[config.mk]
export PLATFORM = sky130hd
export DESIGN_NAME = trim_mean_filter
export DESIGN_NICKNAME = d
export VERILOG_FILES = /design/src/rtl/tmf_pkg.sv /design/src/rtl/tmf_ctrl.sv /design/src/rtl/tmf_stats.sv /design/src/rtl/tmf_reduce.sv /design/src/rtl/trim_mean_filter.sv
export SDC_FILE = /design/constraint.sdc
export NUM_CORES = 1
export LEC_CHECK = 0
export BUFFER_PORTS_ARGS = -buffer_cell sky130_fd_sc_hd__buf_2
export CAP_MARGIN = 10
export CORE_ASPECT_RATIO = 1.25
export CORE_MARGIN = 1
export CORE_UTILIZATION = 50
export CTS_CLUSTER_DIAMETER = 200
export DETAILED_ROUTE_END_ITERATION = 10
export PLACE_DENSITY_LB_ADDON = 0.15
export SYNTH_ARGS = -nofsm -noshare
export SYNTH_HDL_FRONTEND = slang
export SYNTH_SLANG_ARGS = --single-unit
[constraint.sdc]
create_clock -name clk -period 4 [get_ports clk]
set_input_delay 0.8 -clock clk [delete_from_list [all_inputs] [get_ports clk]]
set_output_delay 0.8 -clock clk [all_outputs]
set_load 0.005 [all_outputs]
[src/rtl/tmf_pkg.sv]
package tmf_pkg;

  localparam int unsigned CNT_W = 5;

  typedef enum logic [1:0] {
    ST_IDLE = 2'd0,
    ST_FILL = 2'd1,
    ST_HOLD = 2'd2
  } tmf_state_e;

  // readings gathered per burst for each mode
  function automatic logic [CNT_W-1:0] burst_len(input logic [2:0] m);
    case (m)
      3'd1:    burst_len = CNT_W'(2);
      3'd2:    burst_len = CNT_W'(4);
      3'd3:    burst_len = CNT_W'(6);
      3'd4:    burst_len = CNT_W'(10);
      3'd5:    burst_len = CNT_W'(18);
      default: burst_len = CNT_W'(1);
    endcase
  endfunction

  // right shift that divides by the kept count
  function automatic logic [2:0] keep_shift(input logic [2:0] m);
    case (m)
      3'd1, 3'd2: keep_shift = 3'd1;
      3'd3:       keep_shift = 3'd2;
      3'd4:       keep_shift = 3'd3;
      3'd5:       keep_shift = 3'd4;
      default:    keep_shift = 3'd0;
    endcase
  endfunction

  function automatic logic drops_extremes(input logic [2:0] m);
    drops_extremes = (m >= 3'd2) && (m <= 3'd5);
  endfunction

endpackage

[src/rtl/tmf_ctrl.sv]
module tmf_ctrl
  import tmf_pkg::*;
(
  input  logic             clk,
  input  logic             rst_n,
  input  logic             start,
  input  logic [2:0]       mode,
  input  logic             s_valid,
  input  logic             r_ready,
  output tmf_state_e       state,
  output logic [2:0]       mode_q,
  output logic             clear,
  output logic             take
);

  logic [CNT_W-1:0] cnt;
  logic [CNT_W-1:0] need;
  logic             last;

  assign need  = burst_len(mode_q);
  assign clear = (state == ST_IDLE) && start;
  assign take  = (state == ST_FILL) && s_valid;
  assign last  = take && (cnt == need - CNT_W'(1));

  always_ff @(posedge clk or negedge rst_n) begin
    if (!rst_n) begin
      state  <= ST_IDLE;
      mode_q <= '0;
      cnt    <= '0;
    end else begin
      case (state)
        ST_IDLE: if (start) begin
          mode_q <= mode;
          cnt    <= '0;
          state  <= ST_FILL;
        end
        ST_FILL: if (take) begin
          cnt <= cnt + CNT_W'(1);
          if (last) state <= ST_HOLD;
        end
        ST_HOLD: if (r_ready) state <= ST_IDLE;
        default: state <= ST_IDLE;
      endcase
    end
  end


  cnt_bound_chk: assert property (@(posedge clk) disable iff (!rst_n)
    (state == ST_FILL) |-> (cnt < need));


  mode_hold_chk: assert property (@(posedge clk) disable iff (!rst_n)
    (state != ST_IDLE) |=> $stable(mode_q));

endmodule

[src/rtl/tmf_stats.sv]
module tmf_stats #(
  parameter int unsigned DW = 12,
  parameter int unsigned AW = 17
) (
  input  logic          clk,
  input  logic          rst_n,
  input  logic          clear,
  input  logic          take,
  input  logic [DW-1:0] din,
  output logic [AW-1:0] sum,
  output logic [DW-1:0] maxv,
  output logic [DW-1:0] minv
);

  always_ff @(posedge clk or negedge rst_n) begin
    if (!rst_n) begin
      sum  <= '0;
      maxv <= '0;
      minv <= '1;
    end else if (clear) begin
      sum  <= '0;
      maxv <= '0;
      minv <= '1;
    end else if (take) begin
      sum <= sum + AW'(din);
      if (din > maxv) maxv <= din;
      if (din < minv) minv <= din;
    end
  end


  sum_span_chk: assert property (@(posedge clk) disable iff (!rst_n)
    sum >= AW'(maxv));

endmodule

[src/rtl/tmf_reduce.sv]
module tmf_reduce
  import tmf_pkg::*;
#(
  parameter int unsigned DW = 12,
  parameter int unsigned AW = 17
) (
  input  logic [2:0]    mode_q,
  input  logic [AW-1:0] sum,
  input  logic [DW-1:0] maxv,
  input  logic [DW-1:0] minv,
  output logic [DW-1:0] avg
);

  logic [AW-1:0] kept;
  logic [AW-1:0] shifted;

  always_comb begin
    if (drops_extremes(mode_q)) kept = sum - AW'(maxv) - AW'(minv);
    else                        kept = sum;
    shifted = kept >> keep_shift(mode_q);
    avg     = shifted[DW-1:0];
  end

endmodule

[src/rtl/trim_mean_filter.sv]
module trim_mean_filter
  import tmf_pkg::*;
#(
  parameter int unsigned DW = 12
) (
  input  logic          clk,
  input  logic          rst_n,
  input  logic          start,
  input  logic [2:0]    mode,
  output logic          busy,
  input  logic          s_valid,
  output logic          s_ready,
  input  logic [DW-1:0] s_data,
  output logic          r_valid,
  input  logic          r_ready,
  output logic [DW-1:0] r_data
);

  localparam int unsigned AW = DW + CNT_W;

  tmf_state_e    state;
  logic [2:0]    mode_q;
  logic          clear;
  logic          take;
  logic [AW-1:0] sum;
  logic [DW-1:0] maxv;
  logic [DW-1:0] minv;

  tmf_ctrl u_ctrl (
    .clk     (clk),
    .rst_n   (rst_n),
    .start   (start),
    .mode    (mode),
    .s_valid (s_valid),
    .r_ready (r_ready),
    .state   (state),
    .mode_q  (mode_q),
    .clear   (clear),
    .take    (take)
  );

  tmf_stats #(.DW(DW), .AW(AW)) u_stats (
    .clk   (clk),
    .rst_n (rst_n),
    .clear (clear),
    .take  (take),
    .din   (s_data),
    .sum   (sum),
    .maxv  (maxv),
    .minv  (minv)
  );

  tmf_reduce #(.DW(DW), .AW(AW)) u_reduce (
    .mode_q (mode_q),
    .sum    (sum),
    .maxv   (maxv),
    .minv   (minv),
    .avg    (r_data)
  );

  assign busy    = (state != ST_IDLE);
  assign s_ready = (state == ST_FILL);
  assign r_valid = (state == ST_HOLD);


  result_hold_chk: assert property (@(posedge clk) disable iff (!rst_n)
    (r_valid && !r_ready) |=> (r_valid && $stable(r_data)));


  avg_bound_chk: assert property (@(posedge clk) disable iff (!rst_n)
    r_valid |-> ((r_data <= maxv) && (r_data >= minv)));

endmodule

==> impl.org <==
** Floorplanning
- DIE WIDTH :: 94.2 microns
- The die covers 11,100 sq um.
- Core area :: 10,200 sq um
- Row cnt :: 41
- For this configuration, the core starts out at a cell density of 52.1%.
- Die Height :: 117 microns
- During I/O placement, the number of pins put on the boundary was 35.

** GRT
- Remaining global-route overflow :: 0
- For this run, the total global-route usage over all layers was measured as 28.2%.
- The first global-routing pass estimated 24.3 mm of wire.
- Number of global-route vias before repair :: 5,078
- Entering global routing, the biggest net connects 36 pins.
- Antenna violations before repair :: 0

** Setup path
- STA classifies the critical path startpoint as a register.
- CP required :: 3.20 ns
- STA puts the critical path data arrival time at 3.46 ns.
- Of all nets on the critical path, the largest fanout is 4.
- Across all register-to-register paths, the minimum setup slack is 1.35 ns.
- Sort of element at the end of the critical path :: output pin
- Crit path kind :: register to output pin

** Synth
- Post-synthesis net count :: 721
- Of all flip-flops after synthesis, the portion carrying an async set or reset was 100%.
- Simple-gate area share of the yosys netlist :: 19.7%
- After synthesis, the share of cell area in mux cells is 1.93%.
- Main combinational cell family by area after synthesis :: compound AO/OA/AOI/OAI gates
- Counting every instance in the synthesized netlist gives 636.
- Count of cell types in the netlist :: 77
- Xor and xnor area share after synthesis :: 4.61%
- Part of the Yosys area used for sequential elements :: 23.8%
- Yosys printed 0 warnings.
- Yosys mapped a number of flops with a built-in enable equal to 0.
- Flip-flop cell with the highest count after synthesis :: sky130_fd_sc_hd__dfrtp_1
- Flip-flop and latch count after synthesis :: 50
- Summing the areas of all fa, ha and maj instances in the mapped netlist gives 17.1% of the synthesized area.
- Each instance of the synthesized netlist takes up on average 8.36 sq um.
- Summing the areas of all compound-gate instances in the mapped netlist gives 26.5% of the synthesized area.
- Post-synth design cell area :: 5320 sq um

** Placed design
- Once detailed placement completed, the half-perimeter wirelength came to 11.0 mm.
- Number of port buffers :: 34
- Area of placed instances :: 5730 sq um
- Weighted congestion at the end of routability-driven global placement :: 0.830

** Run status
- Failing checks :: negative setup slack
- The run finished, with violations left.

** Clock network
- After clock tree synthesis, the clock-pin slew on the worst setup and hold paths is 0.07 ns.
- In this run, CTS created clock tree buffers numbering 5.
- Insertion delay to the later sink of the worst-skew pair :: 0.30 ns
- The root buffer cell chosen for the clock tree is sky130_fd_sc_hd__clkbuf_16.
- Max clock buf depth :: 2
- Clock tree sinks :: 50
- In this run the number of H-tree levels came out at 2.
- CTS tree :: yes

** Finish
- Compared with the post-synthesis result, the final layout area differs by 17.1%.
- Fill cell total of the finished layout :: 906
- Number of nets in the layout :: 775
- Proportion of layout cells with a drive suffix above 1 :: 23.6%
- Inserted Diodes :: 0
- Summing all non-filler instances in the final layout gives an area of 6230 sq um.

** Routing
- ANT nets after route :: 0
- Violation count after the first detailed-routing iteration :: 237
- Total detailed-routing wirelength :: 14.3 mm
- Number of vias per cell after detailed routing :: 6.03
- For this run, design rule violations remaining after detail routing come to 0.
- For this run, the detailed router's first-pass iteration total came to 5.
- Routed len/inst :: 17.5 microns
- Summing over every cut layer, the via total after detailed routing is 4,948.

** STA
- Upper clock frequency limit :: 235 MHz
- The count of final max-slew check failures was 0.
- Worst-margin pin slew :: 1.02 ns
- Setup repair after global routing could not meet its margin everywhere.
- Slew HR :: 31.9%
- Between clock sinks in the finished design, the worst skew comes to 0.00566 ns.
- Final-report hold violation count :: 0
- The final critical path takes up 107% of the cycle.
- The smallest clock period supported by the final layout is computed as 4.26 ns.
- After layout, the worst setup slack is -0.264 ns.
- Setup violations remaining at the end of the flow were counted as 10.

** Job
- Max-cap violations in this run came to 0.

** Worst hold path
- The tightest min-delay check is of the register to register type.
Yosys cell counts, drive strengths merged (5+ instances only):
library cell | count | share of area [%]
and3 | 9 | 1.2
clkbuf | 17 | 1.2
mux2i | 8 | 1.5
xor2 | 14 | 2.3
o31ai | 7 | 1.5
nor3 | 20 | 2.0
dfstp | 12 | 5.9
a21o | 12 | 1.7
a21oi | 43 | 4.4
nand3 | 50 | 4.7
o21ai | 66 | 6.4
a211oi | 14 | 2.2
and2 | 8 | 0.94
ha | 52 | 12
nand2 | 48 | 3.4
nor2 | 30 | 2.3
nand2b | 7 | 0.82
o211ai | 5 | 0.89
xnor2 | 14 | 2.3
buf | 14 | 1.8
nand4 | 12 | 1.4
fa | 13 | 4.9
dfrtp | 38 | 18
inv | 47 | 3.3
a211o | 7 | 1.2
o21a | 5 | 0.71
nor2b | 8 | 1.0
critical path, stage by stage, from the launching register on:
cell,delay (ns)
sky130_fd_sc_hd__dfstp_2,0.54
sky130_fd_sc_hd__inv_2,0.05
sky130_fd_sc_hd__fa_1,0.52
sky130_fd_sc_hd__ha_4,0.33
sky130_fd_sc_hd__nand3_4,0.09
sky130_fd_sc_hd__o2111ai_4,0.24
sky130_fd_sc_hd__nand4_1,0.14
sky130_fd_sc_hd__and3_4,0.20
sky130_fd_sc_hd__xnor2_2,0.13
sky130_fd_sc_hd__mux4_2,0.52
sky130_fd_sc_hd__mux2i_1,0.18
sky130_fd_sc_hd__a211oi_2,0.09
sky130_fd_sc_hd__buf_2,0.13
cell families after synthesis:
family / count (synthesis)
compound gates: 200
simple gates: 206
buf+inv: 78
flops: 50
mux: 9
fa+ha+maj: 65
xor+xnor: 28
worst paths after layout:
| path | from | end | depth (start not counted) |
|---|---|---|---|
| min in group asynchronous | rst_n | u_stats.sum[1] | 1 |
| hold / removal | u_stats.minv[9] | u_stats.minv[9] | 2 |
| setup / recovery | u_stats.minv[5] | r_data[7] | 12 |
| max in group asynchronous | rst_n | u_ctrl.cnt[0] | 2 |
| setup reg to reg | u_ctrl.mode_q[1] | u_ctrl.state[0] | 12 |
| hold reg to reg | u_stats.minv[9] | u_stats.minv[9] | 2 |
layer usage:
| layer | share of wire [%] | track usage, % |
|---|---|---|
| met5 | 0 | 0 |
| met4 | 2.4 | 10.9 |
| met1 | 43 | 35.1 |
| met3 | 3.2 | 2.84 |
| met2 | 52 | 50.1 |
what timing repair did:
item	4_1_cts	5_1_grt
hold endpoints to repair	0	0
resized for setup	26	20
buffers inserted	6	6
pin swaps	22	13
gates cloned	0	0
endpoints found under the setup margin	11	12
hold buffers	0	0
per-stage QoR:
step	hold slack, ns	TNS [ns]	util, %	worst slack (ns)	cells
after CTS	0.509	-1.27	59.6	-0.197	814
after global routing	0.529	-3.47	61.0	-0.411	820
after floorplan	0.482	0	-	0.228	636
after detailed placement	0.499	-0.0731	56.1	-0.0285	800
final	0.505	-1.85	61.0	-0.264	820
after global placement	0.493	-0.00161	56.1	-0.00161	800
cell type report:
class	instances	area, sq um	share of cell area, %
Clock buffer	6	129	2.07
Clock inverter	2	37.5	0.603
Inverter	47	176	2.83
Multi-Input combinational cell	508	3950	63.4
Sequential cell	50	1270	20.3
Tap cell	129	161	2.59
Timing Repair Buffer	78	508	8.16
sequential cells by signal, summed over array words and instances (netlist names):
signal         cells
u_ctrl.state       2
u_stats.sum       16
u_stats.minv      12
u_ctrl.cnt         5
u_ctrl.mode_q      3
u_stats.maxv      12
cells in the final DEF, fill, tap and decap left out, types with 4 or more instances in the layout:
cell type / instances
sky130_fd_sc_hd__o21ai_1: 5
sky130_fd_sc_hd__ha_1: 47
sky130_fd_sc_hd__buf_2: 34
sky130_fd_sc_hd__xor2_1: 14
sky130_fd_sc_hd__a211o_1: 7
sky130_fd_sc_hd__nand4_1: 12
sky130_fd_sc_hd__a211oi_2: 4
sky130_fd_sc_hd__inv_1: 44
sky130_fd_sc_hd__o311ai_0: 4
sky130_fd_sc_hd__ha_4: 5
sky130_fd_sc_hd__and2_1: 6
sky130_fd_sc_hd__nor3_1: 19
sky130_fd_sc_hd__a21oi_1: 37
sky130_fd_sc_hd__a21oi_2: 5
sky130_fd_sc_hd__and3_1: 8
sky130_fd_sc_hd__o21ai_0: 57
sky130_fd_sc_hd__nand2b_1: 6
sky130_fd_sc_hd__o21ai_2: 4
sky130_fd_sc_hd__nor2_1: 28
sky130_fd_sc_hd__nand3_1: 46
sky130_fd_sc_hd__o31ai_1: 4
sky130_fd_sc_hd__a22o_1: 4
sky130_fd_sc_hd__nor2b_1: 6
sky130_fd_sc_hd__nand2_1: 46
sky130_fd_sc_hd__fa_1: 11
sky130_fd_sc_hd__xnor2_1: 13
sky130_fd_sc_hd__buf_4: 42
sky130_fd_sc_hd__a21o_1: 12
sky130_fd_sc_hd__o21a_1: 5
sky130_fd_sc_hd__dfstp_2: 12
sky130_fd_sc_hd__mux2i_1: 6
sky130_fd_sc_hd__dfrtp_1: 38
sky130_fd_sc_hd__a211oi_1: 10
sky130_fd_sc_hd__clkbuf_16: 5
Power is not shown: default switching activity piles up to over one toggle a cycle in this logic, so the estimate is an artifact.
